==> src/rtl/pcap_pkg.sv <==
// Shared types and the watermark decode for the pixel capture packer.
package pcap_pkg;

    typedef enum logic {
        PACK_LOW_FIRST  = 1'b0,
        PACK_HIGH_FIRST = 1'b1
    } pack_order_e;

    // Turns the 3-bit watermark code into a word count.
    function automatic int unsigned wm_words(input logic [2:0] code);
        case (code)
            3'd0:    return 4;
            3'd1:    return 8;
            3'd2:    return 16;
            3'd3:    return 24;
            3'd4:    return 32;
            3'd5:    return 48;
            3'd6:    return 64;
            default: return 96;
        endcase
    endfunction

endpackage

==> src/rtl/pcap_front.sv <==
// Camera-side front end. It registers the pixel clock, line strobe and data
// with the system clock and applies data inversion at that register. It then
// detects the selected pixel-clock edge and qualifies it with line gating.
// Assumes the system clock is at least 4x the pixel clock and that data is
// stable around the capture edge.
module pcap_front #(
    parameter int BYTE_W = 8
) (
    input  logic              clk,
    input  logic              rst_n,
    input  logic              pix_clk,
    input  logic              pix_hsync,
    input  logic [BYTE_W-1:0] pix_data,
    input  logic              cfg_rise_edge,
    input  logic              cfg_inv_data,
    input  logic              cfg_gated,
    input  logic              cfg_hsync_high,
    output logic              byte_vld,
    output logic [BYTE_W-1:0] byte_out
);
    logic              clk_q, clk_qq, hs_q;
    logic [BYTE_W-1:0] data_q;
    logic              rise, fall, edge_hit, line_ok;

    // Sample camera inputs and keep one cycle of pixel-clock history.
    always_ff @(posedge clk) begin
        if (!rst_n) begin
            clk_q  <= 1'b0;
            clk_qq <= 1'b0;
            hs_q   <= 1'b0;
            data_q <= '0;
        end else begin
            clk_q  <= pix_clk;
            clk_qq <= clk_q;
            hs_q   <= pix_hsync;
            data_q <= cfg_inv_data ? ~pix_data : pix_data;
        end
    end

    // Edge select and line-valid qualification.
    always_comb begin
        rise     = clk_q & ~clk_qq;
        fall     = ~clk_q & clk_qq;
        edge_hit = cfg_rise_edge ? rise : fall;
        line_ok  = ~cfg_gated | (hs_q == cfg_hsync_high);
        byte_vld = edge_hit & line_ok;
        byte_out = data_q;
    end

endmodule

==> src/rtl/pcap_packer.sv <==
// Gathers LANES accepted bytes into one word in the chosen lane order and
// gives a one-cycle word strobe. A clear drops any partial word.
module pcap_packer
    import pcap_pkg::*;
#(
    parameter int BYTE_W = 8,
    parameter int LANES  = 4
) (
    input  logic                     clk,
    input  logic                     rst_n,
    input  logic                     clear,
    input  logic                     cfg_msb_first,
    input  logic                     byte_vld,
    input  logic [BYTE_W-1:0]        byte_in,
    output logic                     word_vld,
    output logic [BYTE_W*LANES-1:0]  word
);
    localparam int WORD_W = BYTE_W * LANES;
    localparam int IW     = (LANES > 1) ? $clog2(LANES) : 1;
    localparam logic [IW-1:0] LAST = IW'(LANES - 1);

    logic [BYTE_W-1:0] hold [LANES];
    logic [BYTE_W-1:0] nxt  [LANES];
    logic [IW-1:0]     idx;
    logic [WORD_W-1:0] w_low, w_high;
    pack_order_e       order;

    assign order = pack_order_e'(cfg_msb_first);

    // Place each lane into both candidate word layouts.
    for (genvar g = 0; g < LANES; g++) begin : g_lane
        assign nxt[g] = (idx == IW'(g)) ? byte_in : hold[g];
        assign w_low [g*BYTE_W +: BYTE_W]           = nxt[g];
        assign w_high[(LANES-1-g)*BYTE_W +: BYTE_W] = nxt[g];
    end

    // Byte index, lane storage and word strobe.
    always_ff @(posedge clk) begin
        if (!rst_n) begin
            idx      <= '0;
            word_vld <= 1'b0;
            word     <= '0;
            for (int i = 0; i < LANES; i++) hold[i] <= '0;
        end else if (clear) begin
            idx      <= '0;
            word_vld <= 1'b0;
        end else begin
            word_vld <= 1'b0;
            if (byte_vld) begin
                hold[idx] <= byte_in;
                if (idx == LAST) begin
                    idx      <= '0;
                    word_vld <= 1'b1;
                    word     <= (order == PACK_HIGH_FIRST) ? w_high : w_low;
                end else begin
                    idx <= idx + 1'b1;
                end
            end
        end
    end

endmodule

==> src/rtl/pcap_fifo.sv <==
// Receive FIFO with the oldest word shown at the output. Writes while full
// are dropped and set a sticky overrun flag that only reset clears.
// Assumes DEPTH is a power of two.
module pcap_fifo #(
    parameter int WIDTH = 32,
    parameter int DEPTH = 128
) (
    input  logic                       clk,
    input  logic                       rst_n,
    input  logic                       clear,
    input  logic                       wr,
    input  logic [WIDTH-1:0]           wdata,
    input  logic                       rd,
    output logic [WIDTH-1:0]           rdata,
    output logic [$clog2(DEPTH+1)-1:0] level,
    output logic                       full,
    output logic                       overrun
);
    localparam int AW = $clog2(DEPTH);
    localparam int CW = $clog2(DEPTH + 1);

    logic [WIDTH-1:0] mem [DEPTH];
    logic [AW-1:0]    wptr, rptr;
    logic [CW-1:0]    count;
    logic             do_wr, do_rd;

    // Qualified write and read strobes.
    always_comb begin
        full  = (count == CW'(DEPTH));
        do_wr = wr & ~full & ~clear;
        do_rd = rd & (count != '0) & ~clear;
    end

    // Storage array write port.
    always_ff @(posedge clk) begin
        if (do_wr) mem[wptr] <= wdata;
    end

    // Pointers, occupancy and the sticky overrun flag.
    always_ff @(posedge clk) begin
        if (!rst_n) begin
            wptr    <= '0;
            rptr    <= '0;
            count   <= '0;
            overrun <= 1'b0;
        end else begin
            if (wr & full & ~clear) overrun <= 1'b1;
            if (clear) begin
                wptr  <= '0;
                rptr  <= '0;
                count <= '0;
            end else begin
                if (do_wr) wptr <= wptr + 1'b1;
                if (do_rd) rptr <= rptr + 1'b1;
                count <= count + CW'(do_wr) - CW'(do_rd);
            end
        end
    end

    assign rdata = mem[rptr];
    assign level = count;

endmodule

==> src/rtl/pcap_frame_cnt.sv <==
// Counts packed words and pulses end-of-frame when the programmed count is
// reached, then restarts. A target of zero disables the pulse.
module pcap_frame_cnt #(
    parameter int CNT_W = 22
) (
    input  logic             clk,
    input  logic             rst_n,
    input  logic             clear,
    input  logic             word_vld,
    input  logic [CNT_W-1:0] target,
    output logic             frame_end
);
    logic [CNT_W-1:0] cnt;
    logic [CNT_W-1:0] cnt_inc;

    assign cnt_inc = cnt + CNT_W'(1);

    // Word counting and end-of-frame pulse.
    always_ff @(posedge clk) begin
        if (!rst_n || clear) begin
            cnt       <= '0;
            frame_end <= 1'b0;
        end else begin
            frame_end <= 1'b0;
            if (word_vld) begin
                if (target != '0 && cnt_inc == target) begin
                    cnt       <= '0;
                    frame_end <= 1'b1;
                end else begin
                    cnt <= cnt_inc;
                end
            end
        end
    end

endmodule

==> src/rtl/pcap_top.sv <==
// Parallel camera capture packer top. It chains the front end, the packer,
// the receive FIFO and the frame counter, and decodes the watermark.
// Assumes DEPTH is a power of two no smaller than the largest watermark (96).
module pcap_top
    import pcap_pkg::*;
#(
    parameter int BYTE_W = 8,
    parameter int LANES  = 4,
    parameter int DEPTH  = 128,
    parameter int CNT_W  = 22
) (
    input  logic                    clk,
    input  logic                    rst_n,
    input  logic                    pix_clk,
    input  logic                    pix_hsync,
    input  logic [BYTE_W-1:0]       pix_data,
    input  logic                    cfg_rise_edge,
    input  logic                    cfg_inv_data,
    input  logic                    cfg_gated,
    input  logic                    cfg_hsync_high,
    input  logic                    cfg_msb_first,
    input  logic [2:0]              cfg_wm_code,
    input  logic [CNT_W-1:0]        cfg_rx_count,
    input  logic                    sw_clear,
    input  logic                    rd_en,
    output logic [BYTE_W*LANES-1:0] rd_data,
    output logic                    data_ready,
    output logic                    wm_req,
    output logic                    fifo_full,
    output logic                    overrun,
    output logic                    frame_end
);
    localparam int WORD_W = BYTE_W * LANES;
    localparam int CW     = $clog2(DEPTH + 1);

    logic              byte_vld;
    logic [BYTE_W-1:0] byte_val;
    logic              word_vld;
    logic [WORD_W-1:0] word;
    logic [CW-1:0]     level;
    logic [CW-1:0]     wm_lvl;

    pcap_front #(.BYTE_W(BYTE_W)) u_front (
        .clk            (clk),
        .rst_n          (rst_n),
        .pix_clk        (pix_clk),
        .pix_hsync      (pix_hsync),
        .pix_data       (pix_data),
        .cfg_rise_edge  (cfg_rise_edge),
        .cfg_inv_data   (cfg_inv_data),
        .cfg_gated      (cfg_gated),
        .cfg_hsync_high (cfg_hsync_high),
        .byte_vld       (byte_vld),
        .byte_out       (byte_val)
    );

    pcap_packer #(.BYTE_W(BYTE_W), .LANES(LANES)) u_pack (
        .clk           (clk),
        .rst_n         (rst_n),
        .clear         (sw_clear),
        .cfg_msb_first (cfg_msb_first),
        .byte_vld      (byte_vld),
        .byte_in       (byte_val),
        .word_vld      (word_vld),
        .word          (word)
    );

    pcap_fifo #(.WIDTH(WORD_W), .DEPTH(DEPTH)) u_fifo (
        .clk     (clk),
        .rst_n   (rst_n),
        .clear   (sw_clear),
        .wr      (word_vld),
        .wdata   (word),
        .rd      (rd_en),
        .rdata   (rd_data),
        .level   (level),
        .full    (fifo_full),
        .overrun (overrun)
    );

    pcap_frame_cnt #(.CNT_W(CNT_W)) u_frame (
        .clk       (clk),
        .rst_n     (rst_n),
        .clear     (sw_clear),
        .word_vld  (word_vld),
        .target    (cfg_rx_count),
        .frame_end (frame_end)
    );

    // Watermark compare against the decoded level.
    always_comb begin
        wm_lvl     = CW'(wm_words(cfg_wm_code));
        wm_req     = (level >= wm_lvl);
        data_ready = (level != '0);
    end

endmodule

==> config.mk <==
export PLATFORM = sky130hd
export DESIGN_NAME = pcap_top
export DESIGN_NICKNAME = d
export VERILOG_FILES = /design/src/rtl/pcap_pkg.sv /design/src/rtl/pcap_front.sv /design/src/rtl/pcap_packer.sv /design/src/rtl/pcap_fifo.sv /design/src/rtl/pcap_frame_cnt.sv /design/src/rtl/pcap_top.sv
export SDC_FILE = /design/constraint.sdc
export NUM_CORES = 2
export LEC_CHECK = 0
export BUFFER_PORTS_ARGS = -buffer_cell sky130_fd_sc_hd__buf_4
export CAP_MARGIN = 15
export CORE_MARGIN = 8
export CORE_UTILIZATION = 50
export DETAILED_ROUTE_END_ITERATION = 12
export GPL_TIMING_DRIVEN = 1
export PLACE_DENSITY = 0.62
export SLEW_MARGIN = 20
export SYNTH_ARGS = -nofsm -noshare
export SYNTH_HDL_FRONTEND = slang
export SYNTH_MEMORY_MAX_BITS = 65536
export SYNTH_SLANG_ARGS = --single-unit
==> constraint.sdc <==
create_clock -name clk -period 5.25 [get_ports clk]
set_input_delay 0.7875 -clock clk [delete_from_list [all_inputs] [get_ports clk]]
set_output_delay 0.7875 -clock clk [all_outputs]
set_load 0.005 [all_outputs]
After elaboration in Yosys (flattened, before gate mapping)
Memory sizes are Yosys's and may differ from the RTL's. A register that Yosys moved wholly into a read port is not among the register bits. Index checks and enable logic that the tools add are counted.

Reduce and logical (&&, ||, !) cells: 12. Multiplexer cells: 23. $lt $le $gt $ge: 1. Equality and inequality tests: 12. $add $sub $neg: 6. Bitwise gates (word level): 19.

Operator list (count): 7-bit one-hot mux with 7 select lines (1); 8-bit two-way mux (5); 32-bit two-way mux (1); 22-bit by 1-bit adder with 22-bit output, second input constant (1); 22-bit equality test (1); 22-bit two-way mux (1); 22-bit nonzero test (1); 7-bit by 1-bit adder with 7-bit output, second input constant (2); 7-bit two-way mux (2); 1-bit two-way mux (11); 1-bit AND (9); 3-bit equality test, second input constant (3); 8-bit by 1-bit adder with 8-bit output (1); 8-bit equality test, second input constant (1); 8-bit greater-or-equal comparator (1); 1-bit NOT (8); 8-bit NOT (1); 8-bit nonzero test (1); 8-bit OR reduction (1); 8-bit by 1-bit subtractor with 8-bit output (1); 3-bit by 2-bit equality test with 1-bit output, second input constant (2); 2-bit equality test, second input constant (2); 2-bit two-way mux (2); 2-bit OR reduction (2); 12 further kinds (12).

Register bits: 92. Logic and storage cells: 88. Memories: 2. Output and inout port bits: 37. Bits in writable memories: 4128. Bits of input ports: 44.

Memory list: u_fifo.mem (words 128, width 32, rd ports 1, clocked after Yosys merged registers in 1, wr ports 1, RTL line pcap_fifo.sv:22) `logic [WIDTH-1:0] mem [DEPTH];`; u_pack.hold (words 4, width 8, rd ports 3, clocked after Yosys merged registers in 0, wr ports 4, RTL line pcap_packer.sv:22) `logic [BYTE_W-1:0] hold [LANES];`.

Logic depth before layout (Yosys ltp)
Depth after elaboration: 10. Depth in mapped cells: 18. Depth with buffers taken out: 18.

Cells and area by module
From an unflattened synthesis, not the netlist that was laid out.

Cell total of the unflattened synthesis: 7993. Area total of the unflattened synthesis: 162763.6 sq um.

By module, submodules not included: pcap_fifo (times used 1, area each 157497.3 sq um, cells an instance 7434, seq. area each 123598.5 sq um); pcap_packer (times used 1, area each 2745.1 sq um, cells an instance 251, seq. area each 1421.4 sq um); pcap_frame_cnt (times used 1, area each 1948.1 sq um, cells an instance 249, seq. area each 460.4 sq um); pcap_front (times used 1, area each 404.1 sq um, cells an instance 36, seq. area each 220.2 sq um); pcap_top (times used 1, area each 168.9 sq um, cells an instance 23, seq. area each 0.0 sq um).

Least setup slack after synthesis
Ideal clock, no wire load.

Path type: input to register. Start: input port sw_clear. End: memory u_fifo.mem[111][0] (enable). Stages on the path: 6. Setup time: 421 ps. Setup slack: 1349 ps. Arrival time: 3480 ps. Path buffers: 2. Data required time: 4829 ps. Path through: nor3_1 > and2_0 > clkbuf_1 > nand3_1 > clkbuf_1 > nor2_1.

Cells in the longest elaborated chain, start to end: 4.

Ends and longest elaborated chain: start, declared (RTL line pcap_top.sv:24) `input logic sw_clear,`; 1-bit NOT (RTL line pcap_fifo.sv:30) `do_wr = wr & ~full & ~clear;`; 1-bit AND (RTL line pcap_fifo.sv:30); 1-bit two-way mux (RTL line pcap_fifo.sv:36) `if (do_wr) mem[wptr] <= wdata;`; 1-bit two-way mux (implied by the code) (RTL line pcap_fifo.sv:36); end, declared (RTL line pcap_fifo.sv:22).

No other way between the ends.

==> impl_metrics.ini <==
[status]
status = finished clean

[finish]
final_nets = 7227
syn_to_final_growth_pct = 15.0
fin_area_sq_um = 186000
layout_commonest_cell = edfxtp_1
postLayoutCoreUtil_pct = 57.6
drive_gt1_share_pct = 34.7
most-common-layout-cells = 4,120 x edfxtp_1, 1,344 x mux4_2, 429 x clkbuf_16, 300 x buf_4, 128 x nor2_4

[timing]
rsz0062_at_grt = true
slew_violations = 0
setup_violations = 0
finalHoldViolCount = 0
fmax_mhz = 192
fin_crit_sh_pct = 99.2
fin_skew_ns = 0.0764
relSlewSlack_pct = 24.7
whs_ns = 0.175
tightest_slew_ns = 1.13
period_minus_slack_ns = 5.21

[placement]
port_buffers = 80
dp_hpwl_microns = 234000
finalWeightedCongestion = 0.825
dpl_cell_area_sq_um = 171000

[synth]
synth_edf_count = 4120
ys_seq_area_share_pct = 77.6
synthFlopType = edfxtp_1
async_flop_share_pct = 0
yosysWarnings = 0
avgSynthCellArea_sq_um = 24.4
syn_inst = 6640
syn_area_sq_um = 162000
ys_ff_latch = 4219
synth_fp_nets = 6709
synth.distinct_cells = 53

[floorplan]
ios = 81
dieHeight_microns = 585
fp.dieW_microns = 585
start_util_pct = 50.1
core_sq_um = 323000
dieArea_sq_um = 342000
std_cell_rows = 209

[power]
total_power_mw = 70.6
p_leak_nw = 56.1
ir_worst_vdd_mv = 0.444
powerDensity_nw_per_um2 = 379

[global_routing]
grt_use_total_pct = 24.4
grt_pass1_wl_microns = 591000
antenna_found_initial = 42
grt_max_degree = 93
grt_pass1_vias = 76500
grt-ovfl-total = 0

[clock_tree]
clk_latency_ns = 0.97
cts_buffers = 421
cts_tree = yes
clock_sinks = 4219
clockBufferDepth = 4
cts-root-buf = clkbuf_16
cts_max_level = 5
path_clk_slew_ns = 0.06

[worst_setup_path]
crit_path_cell_trace = buf_12, buf_16, buf_16, buf_6, mux4_2, mux4_2, mux4_2, mux2_2, buf_4
crit_fanout = 8
end_kind = output pin
timing.critical_path.mode_cell = mux4_2
crit_type = register to output pin
critPathMaxStageDelay_ns = 0.70
worst_setup_path_start_kind = register
crit_required_ns = 4.46
arrival_ns = 4.42
critPathSlowestCell = mux4_2
reg2regPathDepth = 6

[route]
ant_nets = 0
drc_errors = 0
drt_pre_antenna_iters = 8
first_iter_violations = 9956
via_per_inst = 6.40
wl_per_cell_microns = 35.6
vias = 75700
wirelength_microns = 422000

[job]
cap_violations = 0

[hold_path]
holdPathStages = 3
min_path_type = primary input to register
## routing by layer
metal | global-route usage [%] | share of wire [%]
met4 | 6.26 | 2.9
met1 | 36.0 | 41
met5 | 0 | 0.022
met2 | 38.1 | 47
met3 | 4.85 | 9.3
## power breakdown
group	internal, mW	total [mW]	switching (mW)
Clock	17.2	29.8	12.6
Sequential	36.4	36.4	0.0347
Combinational	2.18	4.39	2.21
## path summary, 6_finish.rpt
kind | startpoint | endpoint | slack (ns)
max | register | rd_data[9] | 0.04
min | pix_data[5] | u_front.byte_out[5]$_SDFF_PN0_ | 0.17
max reg2reg | u_pack.word_vld$_SDFF_PP0_ | u_fifo.mem[9][16]$_DFFE_PP_ | 1.01
min reg2reg | u_front.clk_q$_SDFF_PN0_ | u_front.clk_qq$_SDFF_PN0_ | 0.49
## cells by family (layout without fill, tap and decap cells)
family	after synthesis	after routing	synth area share [%]
AOI/OAI and AO/OA	114	114	0.484
adders and majority gates	25	25	0.198
xor gates and xnor gates	68	68	0.368
buffers and inverters	369	1226	0.940
muxes	1404	1404	19.1
and+or+nand+nor	441	441	1.30
other	0	16	0
DFF	4219	4219	77.6
## Yosys cell counts, types with 3 or more instances
cell | count | share of area, %
mux2i_1 | 27 | 0.17
edfxtp_1 | 4120 | 76
o21bai_1 | 3 | 0.014
mux4_2 | 1344 | 19
or3_1 | 5 | 0.019
o31ai_1 | 3 | 0.014
nor2b_1 | 34 | 0.13
buf_1 | 43 | 0.10
nor4_1 | 8 | 0.031
buf_2 | 91 | 0.28
nand2b_1 | 8 | 0.031
xnor2_1 | 36 | 0.19
ha_1 | 24 | 0.19
nand3_1 | 33 | 0.10
nand2_1 | 76 | 0.18
a21o_1 | 11 | 0.051
and3_1 | 22 | 0.085
inv_1 | 19 | 0.044
nor2_1 | 178 | 0.41
xor2_1 | 32 | 0.17
and4_1 | 3 | 0.016
and2_1 | 32 | 0.12
o211a_1 | 16 | 0.099
a21oi_1 | 22 | 0.068
o311a_1 | 8 | 0.049
clkbuf_1 | 212 | 0.49
mux2_2 | 33 | 0.23
nor3_1 | 10 | 0.031
a211oi_1 | 6 | 0.028
o21ai_0 | 34 | 0.11
nand4_1 | 16 | 0.062
dfxtp_1 | 99 | 1.2
## registers in the layout (all words and copies together), names as in the netlist, named ones only
signal / cells
u_fifo.level: 8
u_pack.word_vld: 1
u_pack.hold: 24
u_fifo.mem: 4096
u_fifo.rptr: 7
u_pack.idx: 2
u_frame.cnt: 22
u_front.clk_q: 1
u_pack.word: 32
u_front.byte_out: 8
u_front.hs_q: 1
u_frame.frame_end: 1
u_fifo.overrun: 1
u_fifo.wptr: 7
u_front.clk_qq: 1
## layout make-up
type,instances,area [sq um]
Clock buffer,504,11000
Timing Repair Buffer,445,5380
Fill cell,23000,137000
Antenna cell,16,40.0
Clock inverter,258,2680
Inverter,19,71.3
Sequential cell,4219,126000
Tap cell,4325,5410
Multi-Input combinational cell,2052,35800
## worst max-delay path: cells and delay by family, from the launching register on
family / cells / cell delay [ns]
flip-flops: 1 / 0.37
multiplexers: 4 / 2.15
buffers and inverters: 5 / 0.86
## repair_timing
action / 4_1_cts / 5_1_grt
resized for setup: 73 / 12
hold buffers: 2 / 0
hold endpoints to repair: 2 / 0
setup endpoints to repair: 31 / 29
buffers inserted: 14 / 8
gates cloned: 19 / 5
## through the flow
step | setup slack, ns | TNS (ns) | instances
CTS | -0.0502 | -0.358 | 11800
detailed placement | 0.803 | 0 | 11000
global route | -0.0347 | -0.0915 | 11800
finish | 0.0443 | 0 | 11800
global placement | 0.797 | 0 | 11000
floorplan | 1.35 | 0 | 6640
No activity file was read; power rests on OpenSTA's default activity.
